File: config.mk
export PLATFORM = sky130hd
export DESIGN_NAME = axi_burst_splitter
export DESIGN_NICKNAME = d
export VERILOG_FILES = /design/src/rtl/bsplit_pkg.sv /design/src/rtl/bsplit_len_calc.sv /design/src/rtl/bsplit_osr_ctr.sv /design/src/rtl/bsplit_seq.sv /design/src/rtl/axi_burst_splitter.sv
export SDC_FILE = /design/constraint.sdc
export NUM_CORES = 1
export LEC_CHECK = 0
export ABC_CLOCK_PERIOD_IN_PS = 6500
export BUFFER_PORTS_ARGS = -buffer_cell sky130_fd_sc_hd__buf_2
export CORE_UTILIZATION = 30
export DETAILED_ROUTE_END_ITERATION = 8
export PLACE_DENSITY = 0.51
export SYNTH_ARGS = -nofsm -noshare
export SYNTH_HDL_FRONTEND = slang
export SYNTH_HIERARCHICAL = 1
export SYNTH_SLANG_ARGS = --single-unit
File: constraint.sdc
create_clock -name clk -period 6.5 [get_ports clk]
set_input_delay 1.3 -clock clk [delete_from_list [all_inputs] [get_ports clk]]
set_output_delay 1.3 -clock clk [all_outputs]
set_load 0.02 [all_outputs]
File: src/rtl/bsplit_pkg.sv
package bsplit_pkg;

  typedef enum logic [1:0] {
    ST_IDLE  = 2'd0,
    ST_ISSUE = 2'd1,
    ST_DRAIN = 2'd2
  } bs_state_e;

  localparam logic [1:0] BURST_INCR = 2'b01;

endpackage

File: src/rtl/bsplit_len_calc.sv
module bsplit_len_calc #(
  parameter int ADDR_W     = 32,
  parameter int CNT_W      = 16,
  parameter int BEAT_BYTES = 4,
  parameter int MAX_BURST  = 16,
  parameter int SMALL_BND  = 1024,
  parameter int LARGE_BND  = 4096,
  parameter int LEN_W      = $clog2(MAX_BURST + 1)
) (
  input  logic [ADDR_W-1:0] addr,
  input  logic [CNT_W-1:0]  rem,
  input  logic              any_len,
  input  logic [LEN_W-1:0]  max_len,
  input  logic              en_large,
  input  logic              en_mid,
  input  logic              en_small,
  input  logic              small_bnd,
  input  logic              aligned,
  output logic [LEN_W-1:0]  len
);

  localparam int SHIFT = $clog2(BEAT_BYTES);
  localparam int FIX_L = MAX_BURST;
  localparam int FIX_M = MAX_BURST / 2;
  localparam int FIX_S = MAX_BURST / 4;

  logic [ADDR_W-1:0] bnd, off, gap, cap, maxc, wa;
  logic              allow, pow2, algn_ok;
  int                best;

  // Pick the largest legal length by scanning upward.
  always_comb begin
    bnd  = small_bnd ? ADDR_W'(SMALL_BND) : ADDR_W'(LARGE_BND);
    off  = addr & (bnd - ADDR_W'(1));
    gap  = (bnd - off) >> SHIFT;
    cap  = (ADDR_W'(rem) < gap) ? ADDR_W'(rem) : gap;
    if (max_len == '0)
      maxc = ADDR_W'(1);
    else if (ADDR_W'(max_len) > ADDR_W'(MAX_BURST))
      maxc = ADDR_W'(MAX_BURST);
    else
      maxc = ADDR_W'(max_len);
    wa    = addr >> SHIFT;
    best  = 1;
    allow = 1'b0;
    pow2  = 1'b0;
    algn_ok = 1'b0;
    for (int l = 1; l <= MAX_BURST; l++) begin
      if (any_len)
        allow = (ADDR_W'(l) <= maxc);
      else
        allow = (l == 1) || (l == FIX_L && en_large) ||
                (l == FIX_M && en_mid) || (l == FIX_S && en_small);
      pow2    = ((l & (l - 1)) == 0);
      algn_ok = !aligned || (pow2 && ((wa & ADDR_W'(l - 1)) == '0));
      if (allow && algn_ok && (ADDR_W'(l) <= cap))
        best = l;
    end
    len = LEN_W'(best);
  end

endmodule

File: src/rtl/bsplit_osr_ctr.sv
module bsplit_osr_ctr #(
  parameter int LIM_W = 4
) (
  input  logic             clk,
  input  logic             rst_n,
  input  logic             inc,
  input  logic             dec,
  input  logic [LIM_W-1:0] limit,
  output logic             room,
  output logic             idle
);

  logic [LIM_W:0] cnt;

  always_ff @(posedge clk) begin
    if (!rst_n) begin
      cnt <= '0;
    end else begin
      case ({inc, dec})
        2'b10:   cnt <= cnt + 1'b1;
        2'b01:   cnt <= cnt - 1'b1;
        default: cnt <= cnt;
      endcase
    end
  end

  assign room = (cnt <= {1'b0, limit});
  assign idle = (cnt == '0);

  // open count never passes limit+1
  a_r7_cap: assert property (@(posedge clk) disable iff (!rst_n)
    (cnt <= ({1'b0, limit} + 1'b1)));

  // issue and close in one cycle leave the count alone
  a_r8_net_zero: assert property (@(posedge clk) disable iff (!rst_n)
    (inc && dec) |=> (cnt == $past(cnt)));

endmodule

File: src/rtl/bsplit_seq.sv
module bsplit_seq
  import bsplit_pkg::*;
#(
  parameter int ADDR_W     = 32,
  parameter int CNT_W      = 16,
  parameter int BEAT_BYTES = 4,
  parameter int LEN_W      = 5
) (
  input  logic              clk,
  input  logic              rst_n,
  input  logic              req_valid,
  output logic              req_ready,
  input  logic [ADDR_W-1:0] req_addr,
  input  logic [CNT_W-1:0]  req_beats,
  input  logic              req_write,
  input  logic [LEN_W-1:0]  burst_len,
  input  logic              rd_room,
  input  logic              wr_room,
  input  logic              rd_idle,
  input  logic              wr_idle,
  input  logic              ar_ready,
  input  logic              aw_ready,
  output logic [ADDR_W-1:0] cur_addr,
  output logic [CNT_W-1:0]  cur_rem,
  output logic              ar_valid,
  output logic              aw_valid,
  output logic              ar_fire,
  output logic              aw_fire,
  output logic              done
);

  localparam int SHIFT = $clog2(BEAT_BYTES);

  bs_state_e state;
  logic      is_wr;
  logic      fire;

  assign req_ready = (state == ST_IDLE);
  assign ar_valid  = (state == ST_ISSUE) && !is_wr && rd_room;
  assign aw_valid  = (state == ST_ISSUE) &&  is_wr && wr_room;
  assign ar_fire   = ar_valid && ar_ready;
  assign aw_fire   = aw_valid && aw_ready;
  assign fire      = ar_fire || aw_fire;
  assign done      = (state == ST_DRAIN) && (is_wr ? wr_idle : rd_idle);

  always_ff @(posedge clk) begin
    if (!rst_n) begin
      state    <= ST_IDLE;
      cur_addr <= '0;
      cur_rem  <= '0;
      is_wr    <= 1'b0;
    end else begin
      case (state)
        ST_IDLE: if (req_valid) begin
          cur_addr <= req_addr;
          cur_rem  <= req_beats;
          is_wr    <= req_write;
          state    <= (req_beats == '0) ? ST_DRAIN : ST_ISSUE;
        end
        ST_ISSUE: if (fire) begin
          cur_addr <= cur_addr + (ADDR_W'(burst_len) << SHIFT);
          cur_rem  <= cur_rem - CNT_W'(burst_len);
          if (cur_rem == CNT_W'(burst_len))
            state <= ST_DRAIN;
        end
        ST_DRAIN: if (done) state <= ST_IDLE;
        default: state <= ST_IDLE;
      endcase
    end
  end

  // no address valid while idle
  a_r1_idle_quiet: assert property (@(posedge clk) disable iff (!rst_n)
    req_ready |-> !(ar_valid || aw_valid));

  // done lasts one cycle and leaves the block idle
  a_r10_done_pulse: assert property (@(posedge clk) disable iff (!rst_n)
    done |=> (!done && req_ready));

  // the two channels never compete
  a_r2_one_channel: assert property (@(posedge clk) disable iff (!rst_n)
    !(ar_valid && aw_valid));

endmodule

File: src/rtl/axi_burst_splitter.sv
module axi_burst_splitter
  import bsplit_pkg::*;
#(
  parameter int ADDR_W     = 32,
  parameter int CNT_W      = 16,
  parameter int BEAT_BYTES = 4,
  parameter int MAX_BURST  = 16,
  parameter int SMALL_BND  = 1024,
  parameter int LARGE_BND  = 4096,
  parameter int LIM_W      = 4,
  parameter int LEN_W      = $clog2(MAX_BURST + 1)
) (
  input  logic              clk,
  input  logic              rst_n,
  input  logic              req_valid,
  output logic              req_ready,
  input  logic [ADDR_W-1:0] req_addr,
  input  logic [CNT_W-1:0]  req_beats,
  input  logic              req_write,
  input  logic              cfg_any_len,
  input  logic [LEN_W-1:0]  cfg_max_len,
  input  logic              cfg_en16,
  input  logic              cfg_en8,
  input  logic              cfg_en4,
  input  logic              cfg_bound_1k,
  input  logic              cfg_aligned,
  input  logic [LIM_W-1:0]  cfg_rd_limit,
  input  logic [LIM_W-1:0]  cfg_wr_limit,
  output logic              ar_valid,
  input  logic              ar_ready,
  output logic [ADDR_W-1:0] ar_addr,
  output logic [7:0]        ar_len,
  output logic [1:0]        ar_burst,
  output logic              aw_valid,
  input  logic              aw_ready,
  output logic [ADDR_W-1:0] aw_addr,
  output logic [7:0]        aw_len,
  output logic [1:0]        aw_burst,
  input  logic              r_valid,
  input  logic              r_ready,
  input  logic              r_last,
  input  logic              b_valid,
  input  logic              b_ready,
  output logic              done
);

  localparam int SHIFT  = $clog2(BEAT_BYTES);
  localparam int SB_LO  = $clog2(SMALL_BND);
  localparam int LB_LO  = $clog2(LARGE_BND);

  logic [ADDR_W-1:0] cur_addr;
  logic [CNT_W-1:0]  cur_rem;
  logic [LEN_W-1:0]  burst_len;
  logic rd_room, wr_room, rd_idle, wr_idle, ar_fire, aw_fire;
  logic rd_close, wr_close;

  assign rd_close = r_valid && r_ready && r_last;
  assign wr_close = b_valid && b_ready;

  bsplit_len_calc #(
    .ADDR_W(ADDR_W), .CNT_W(CNT_W), .BEAT_BYTES(BEAT_BYTES),
    .MAX_BURST(MAX_BURST), .SMALL_BND(SMALL_BND), .LARGE_BND(LARGE_BND),
    .LEN_W(LEN_W)
  ) u_len (
    .addr(cur_addr), .rem(cur_rem), .any_len(cfg_any_len),
    .max_len(cfg_max_len), .en_large(cfg_en16), .en_mid(cfg_en8),
    .en_small(cfg_en4), .small_bnd(cfg_bound_1k), .aligned(cfg_aligned),
    .len(burst_len)
  );

  bsplit_seq #(
    .ADDR_W(ADDR_W), .CNT_W(CNT_W), .BEAT_BYTES(BEAT_BYTES), .LEN_W(LEN_W)
  ) u_seq (
    .clk(clk), .rst_n(rst_n), .req_valid(req_valid), .req_ready(req_ready),
    .req_addr(req_addr), .req_beats(req_beats), .req_write(req_write),
    .burst_len(burst_len), .rd_room(rd_room), .wr_room(wr_room),
    .rd_idle(rd_idle), .wr_idle(wr_idle), .ar_ready(ar_ready),
    .aw_ready(aw_ready), .cur_addr(cur_addr), .cur_rem(cur_rem),
    .ar_valid(ar_valid), .aw_valid(aw_valid), .ar_fire(ar_fire),
    .aw_fire(aw_fire), .done(done)
  );

  bsplit_osr_ctr #(.LIM_W(LIM_W)) u_rd_osr (
    .clk(clk), .rst_n(rst_n), .inc(ar_fire), .dec(rd_close),
    .limit(cfg_rd_limit), .room(rd_room), .idle(rd_idle)
  );

  bsplit_osr_ctr #(.LIM_W(LIM_W)) u_wr_osr (
    .clk(clk), .rst_n(rst_n), .inc(aw_fire), .dec(wr_close),
    .limit(cfg_wr_limit), .room(wr_room), .idle(wr_idle)
  );

  assign ar_addr  = cur_addr;
  assign aw_addr  = cur_addr;
  assign ar_len   = 8'(burst_len) - 8'd1;
  assign aw_len   = 8'(burst_len) - 8'd1;
  assign ar_burst = BURST_INCR;
  assign aw_burst = BURST_INCR;

  // Checking helpers
  logic [ADDR_W-1:0] last_byte;
  logic              same_page, len_pow2, start_algn;
  assign last_byte  = cur_addr + (ADDR_W'(burst_len) << SHIFT) - ADDR_W'(1);
  assign same_page  = cfg_bound_1k ?
                      (cur_addr[ADDR_W-1:SB_LO] == last_byte[ADDR_W-1:SB_LO]) :
                      (cur_addr[ADDR_W-1:LB_LO] == last_byte[ADDR_W-1:LB_LO]);
  assign len_pow2   = $countones(burst_len) == 1;
  assign start_algn = ((cur_addr >> SHIFT) & (ADDR_W'(burst_len) - ADDR_W'(1))) == '0;

  // an issued burst stays inside one boundary window
  a_r3_no_cross: assert property (@(posedge clk) disable iff (!rst_n)
    (ar_fire || aw_fire) |-> same_page);

  // aligned mode gives power-of-two, self-aligned bursts
  a_r6_aligned: assert property (@(posedge clk) disable iff (!rst_n)
    ((ar_fire || aw_fire) && cfg_aligned) |-> (len_pow2 && start_algn));

  // read address held under back-pressure
  a_r9_ar_hold: assert property (@(posedge clk) disable iff (!rst_n)
    (ar_valid && !ar_ready) |=> (ar_valid && $stable(ar_addr) && $stable(ar_len)));

  // write address held under back-pressure
  a_r9_aw_hold: assert property (@(posedge clk) disable iff (!rst_n)
    (aw_valid && !aw_ready) |=> (aw_valid && $stable(aw_addr) && $stable(aw_len)));

  // length field stays within the supported range
  a_r2_len_range: assert property (@(posedge clk) disable iff (!rst_n)
    (ar_valid || aw_valid) |-> (burst_len != '0 && burst_len <= LEN_W'(MAX_BURST)));

endmodule

=== Yosys cells after proc, flatten, opt, wreduce, memory -nomap -nowiden ===
Index checks and enable logic that the tools add are counted.

* Mux-type cells: 49
* Eq/ne operators: 11
* Reduce and logical (&&, ||, !) cells: 62
* Add/subtract/negate cells: 9
* $lt $le $gt $ge: 34
* Bitwise operators: 1

{| class="wikitable"
|+ Operator list
! operator !! count
|-
| $le 4x32->1 const A || 16
|-
| $le 3x32->1 const A || 8
|-
| $le 2x32->1 const A || 4
|-
| $logic_not 32->1 || 4
|-
| $mux 5 || 16
|-
| $le 5x32->1 const A || 2
|-
| $mux 32 || 2
|-
| $pmux 32 s2 || 1
|-
| $logic_and 1x1->1 || 40
|-
| $add 32x7->32 || 1
|-
| $and 32x32->32 || 1
|-
| $mux 16 || 2
|-
| $pmux 16 s2 || 1
|-
| $sub 32x1->32 const B || 1
|-
| $sub 32x32->32 || 1
|-
| $lt 16x30->1 || 1
|-
| $mux 30 || 1
|-
| $pmux 5 s2 || 2
|-
| $eq 16x5->1 || 1
|-
| $logic_not 16->1 || 1
|-
| $mux 1 || 16
|-
| $sub 16x5->16 || 1
|-
| $logic_not 5->1 || 3
|-
| $mux 13 || 1
|-
| other kinds (18) || 39
|}

* Output and inout port bits: 88
* Flip-flop bits (word level): 61
* Logic and storage cells: 172
* Input bits: 78

=== Depth between registers and ports, before layout ===
* Word-level depth: 27
* Mapped depth: 24
* Gate-level depth less buffers: 21

=== Modules after synthesis ===
The synthesis kept the hierarchy.

{| class="wikitable"
|+ Modules (own cells, without submodules)
! module !! area each (um2) !! instances !! seq. area each (um2) !! cells each
|-
| bsplit_seq || 3529.6 || 1 || 1021.0 || 449
|-
| bsplit_len_calc || 1470.2 || 1 || 0.0 || 217
|-
| bsplit_osr_ctr || 526.8 || 2 || 100.1 || 63
|-
| axi_burst_splitter || 442.9 || 1 || 0.0 || 61
|}

=== Least setup slack after synthesis ===
Ideal clock, no wire load.

* Path type: reg2out
* Start: register u_seq.cur_addr[3]
* End: output port aw_len[4]
* Cell stages (with the launch flop): 20
* Required time: 5.200 ns
* Arrival: 5.077 ns
* Setup slack: 0.123 ns
* Path buffers: 1
* Path through: dfxtp_1 nor4_2 nand2_1 nor4_2 nor2_1 ha_1 ha_1 nand4_1 o21ai_0 nor3_1 a21bo_2 mux2i_1 a311oi_1 a21o_1 o211a_1 inv_1 ha_1 nor3b_1 xor2_1 buf_4

* Longest elaborated chain between the ends: 22
* Elaborated cells on any way between the ends: 59
* Those cells by class: 2 x add/sub; 16 x order compare; 16 x mux; 1 x bitwise; 24 x reduce/logical

{| class="wikitable"
|+ Ends and longest elaborated chain
! what !! RTL line !! RTL
|-
| start: declaration || bsplit_seq.sv:23 || <nowiki>output logic [ADDR_W-1:0] cur_addr,</nowiki>
|-
| start signal: assignment || bsplit_seq.sv:55 || <nowiki>cur_addr <= req_addr;</nowiki>
|-
| start signal: assignment || bsplit_seq.sv:61 || <nowiki>cur_addr <= cur_addr + (ADDR_W'(burst_len) << SHIFT);</nowiki>
|-
| $and 32x32->32 || bsplit_len_calc.sv:34 || <nowiki>off = addr & (bnd - ADDR_W'(1));</nowiki>
|-
| $sub 32x32->32 || bsplit_len_calc.sv:35 || <nowiki>gap = (bnd - off) >> SHIFT;</nowiki>
|-
| $lt 16x30->1 || bsplit_len_calc.sv:36 || <nowiki>cap = (ADDR_W'(rem) < gap) ? ADDR_W'(rem) : gap;</nowiki>
|-
| $mux 30 || bsplit_len_calc.sv:36 ||
|-
| $le 2x32->1 || bsplit_len_calc.sv:56 || <nowiki>if (allow && algn_ok && (ADDR_W'(l) <= cap))</nowiki>
|-
| $logic_and 1x1->1 || bsplit_len_calc.sv:56 ||
|-
| $mux 2 || bsplit_len_calc.sv:56 ||
|-
| $mux 5 (13 in series) || bsplit_len_calc.sv:56 ||
|-
| $mux 5 (*) || bsplit_len_calc.sv:56 ||
|-
| via burst_len[0] || axi_burst_splitter.sv:53 || <nowiki>logic [LEN_W-1:0] burst_len;</nowiki>
|-
| $sub 5x1->6 (*) || -- ||
|-
| end: declaration || axi_burst_splitter.sv:37 || <nowiki>output logic [7:0] aw_len,</nowiki>
|}

The timed path passes the listed nets; every way through them passes the cells marked *.

=== Worst setup path after layout ===
* Start: register u_seq.cur_addr[3]
* End: output port aw_len[4]

* Longest elaborated chain between the ends: 22
* Elaborated cells on any way between the ends: 59
* Those cells by class: 2 x add/sub; 16 x order compare; 16 x mux; 1 x bitwise; 24 x reduce/logical

{| class="wikitable"
|+ Ends and longest elaborated chain
! what !! RTL line !! RTL
|-
| $and 32x32->32 || bsplit_len_calc.sv:34 ||
|-
| $sub 32x32->32 || bsplit_len_calc.sv:35 ||
|-
| $lt 16x30->1 || bsplit_len_calc.sv:36 ||
|-
| $mux 30 || bsplit_len_calc.sv:36 ||
|-
| $le 2x32->1 || bsplit_len_calc.sv:56 ||
|-
| $logic_and 1x1->1 || bsplit_len_calc.sv:56 ||
|-
| $mux 2 || bsplit_len_calc.sv:56 ||
|-
| $mux 5 (13 in series) || bsplit_len_calc.sv:56 ||
|-
| $mux 5 (*) || bsplit_len_calc.sv:56 ||
|-
| via burst_len[0] || axi_burst_splitter.sv:53 ||
|-
| $sub 5x1->6 (*) || axi_burst_splitter.sv:96 || <nowiki>assign aw_len = 8'(burst_len) - 8'd1;</nowiki>
|}

Marked as above.

==> summary.md <==
| Metric | Value |
|---|---|
| Outcome | `finished clean` |
| Max frequency | `159 MHz` |
| Largest net degree at the start of global routing | `56` |
| Cells after Synth | `between 800 and 900` |
| Worst Tran Pin Value | `between 1 and 1.5 ns` |
| Peak supply drop | `0.154 mV` |
| Slack of the worst reg-to-reg path | `0.56 ns` |
| Final Hold Vio Count | `0` |
| Share of cells above drive strength 1 | `28.2%` |
| Crit-path max FO | `7` |
| Clk pwr share | `18.1%` |
| # rows | `53` |
| Fin Setup TNS | `0 ns` |
| GRT Total Usage | `between 20 and 25%` |
| Die span in y | `149 um` |
| Port buffer count | `161` |
| Antenna Violating Nets Remaining | `0` |
| FF-to-FF Start | `u_seq/cur_addr[3]` |
| Comb pwr share | `59.6%` |
| Crit path from | `u_seq/cur_addr[3]` |
| Via total after detailed routing | `~6900` |
| Die width | `around 150 um` |
| Synth Cell Area | `0.00650 sq mm` |
| Initial detailed-routing violation count | `442` |
| Tcrit/Tclk final | `97.0%` |
| Power Density | `339 mW/mm^2` |
| Area growth, synth to finish | `19.6%` |
| Crit path launch type | `flop` |
| Final worst path period need | `around 6.3 ns` |
| Final worst setup slack | `around 0.20 ns` |
| Distinct cell type count after synthesis | `89` |
| Synth async-reset ratio | `0%` |
| I/O pin cnt | `approximately 170` |
| Post-synth top flop | `dfxtp_1` |
| CTS Sinks | `61` |
| Hold_buf cts | `0` |
| Placer Congestion | `between 0.8 and 0.9` |
| Setup CP Type | `flop to output pin` |
| Placed Area | `0.00731 sq mm` |
| Skew final | `around 0.0077 ns` |
| Detailed placement HPWL | `16.8 mm` |
| Most common cell after layout, fill and taps aside | `buf_2` |
| Clk_lat worst skew | `0.34 ns` |
| H-Tree Depth | `3` |
| Worst hold path class | `flop to flop` |
| Number of synthesized flops with an enable pin | `0` |
| FILL cells | `2232` |
| Residual DRC | `0` |
| Total CTS buffers | `9` |
| First-pass GRT wire length | `34.9 mm` |
| Core area | `between 0.02 and 0.025 sq mm` |
| Min Hold Slack | `around 0.52 ns` |
| Avg Cell Area, Syn | `about 7.6 sq um` |
| First-pass iteration count of the detailed router | `5` |
| DR WL/cell | `about 18 um` |
| CTS tree | `done` |
| Clock root cell | `clkbuf_16` |
| Slew headroom | `between 20% and 30%` |
| Multi-input logic area | `between 0.004 and 0.005 sq mm` |
| Sw Pwr | `approximately 1.3 mW` |
| Vias per std cell | `~5.5` |
| Fin area | `~0.0078 sq mm` |
| Starting density of the core | `between 30% and 40%` |
| Seq pwr share | `around 22%` |
| Setup WS pre-CTS | `between 0.2 and 0.3 ns` |
| Internal power | `around 1.3 mW` |
| Register Area | `about 0.0012 sq mm` |
| Clock transition at path regs | `around 0.050 ns` |
| Crit Reg-Reg Endpoint | `u_seq/state[0]` |
| Pleak | `about 3.4 nW` |
| Sw frac | `49.3%` |
| Crit path DAT | `roughly 5 ns` |
| Synth Register Bits | `61` |
| Post-Route WL | `22.7 mm` |
| Worst Setup EP | `aw_len[4]` |
| Seq/Total Area, Yosys | `about a fifth` |
| Die ar. | `0.0222 sq mm` |
| Required @ worst endpoint | `5.20 ns` |
| Most frequent cells in the layout | `buf_2, dfxtp_1, nor2_1` |
| Pins Over Slew Limit | `0` |
| Vias in the first global route | `approximately 6400` |
| Clk buf depth | `2` |
| Overflow left after global routing | `0` |
| CP endpoint kind | `output pin` |
| Max capacitance violation total | `0` |
| R2r worst-path depth | `19` |
| Hold path depth | `2` |
| NumNets Final | `roughly 1100` |
| Yosys warnings | `6` |
| Final setup violation count | `0` |
| Initial antenna violation count | `3` |
==> kinds of logic after synthesis <==
| logic type | after synthesis | share of synthesized area (%) |
|---|---|---|
| and+or+nand+nor | 303 | 25.9 |
| DFF | 61 | 18.8 |
| buffers and inverters | 130 | 10.7 |
| other | 3 | 0.173 |
| AOI/OAI and AO/OA | 279 | 30.9 |
| xor gates and xnor gates | 18 | 2.43 |
| adders and majority gates | 45 | 8.90 |
| muxes | 14 | 2.20 |
==> power by group through the flow <==
stage / registers [mW] / logic [mW] / clock network, mW
after global placement: 0.591 / 1.50 / 0
after global routing: 0.606 / 1.71 / 0.499
after CTS: 0.582 / 1.50 / 0.487
final: 0.588 / 1.57 / 0.475
after floorplan: 0.607 / 1.10 / 0
after detailed placement: 0.590 / 1.50 / 0
==> stage by stage <==
step                      util, %  power [mW]  cells
after detailed placement     34.6        2.09   1227
after global placement       34.6        2.09   1227
final                        36.7        2.63   1251
after CTS                    35.9        2.57   1243
after global routing         36.7        2.82   1250
after floorplan                 -        1.71    859
==> area by class of cell <==
cell class              count  area share (%)
multi-input cells         669            61.0
diodes                      1          0.0322
repair buffers            193            13.5
clock inverters             4           0.628
clock buffers              12            3.04
flip-flops and latches     61            15.7
inverters                  36            1.74
well taps                 275            4.43
==> flip-flops by register name (all words and copies together), names as in the netlist <==
name,flops
u_seq/cur_addr,32
u_seq/cur_rem,16
u_rd_osr/cnt,5
u_wr_osr/cnt,5
u_seq/state,2
u_seq/is_wr,1
==> critical path, cell delays in order (launching register included) <==
cell,delay (ns)
dfxtp_1,0.40
or4_4,0.62
nor3_1,0.33
xor2_1,0.13
ha_1,0.31
nand4_1,0.11
a311oi_2,0.34
o2111ai_4,0.23
a21bo_4,0.29
o311a_1,0.37
o32ai_1,0.32
a21o_1,0.16
o211a_1,0.21
inv_1,0.08
ha_1,0.22
nor3b_2,0.16
xor2_1,0.19
buf_2,0.20
==> worst min path at each step <==
stage | endpoint | from
after detailed placement | u_seq/is_wr | u_seq/is_wr
after global routing | u_seq/is_wr | u_seq/is_wr
final | u_seq/is_wr | u_seq/is_wr
after floorplan | u_seq/is_wr | u_seq/is_wr
after CTS | u_seq/is_wr | u_seq/is_wr
after global placement | u_seq/is_wr | u_seq/is_wr
==> routing by layer <==
layer	GRT usage (%)	wire, um
met1	27.2	10400
met2	32.7	10600
met3	3.73	1380
met4	5.92	255
met5	0	25
==> cells in the mapped netlist, types with 13 or more instances <==
master	instances	area, sq um
o21a_1	14	105
nor3_1	23	115
a31oi_1	18	113
buf_4	47	353
nand2_1	56	210
or3_1	13	81.3
nand4_1	17	106
dfxtp_1	61	1220
a21oi_1	58	290
ha_1	43	538
nand3_1	27	135
a211oi_1	18	135
o211ai_1	13	97.6
nor4_1	19	119
clkbuf_1	34	128
inv_1	34	128
o21ai_0	49	245
a311oi_1	15	131
nor2_1	59	221
==> repair_timing <==
action,in CTS,in global routing
setup buffers,0,6
setup endpoints to repair,0,13
endpoints found under the hold margin,0,0
gates resized for setup,0,21
No activity file was read; power rests on OpenSTA's default activity.
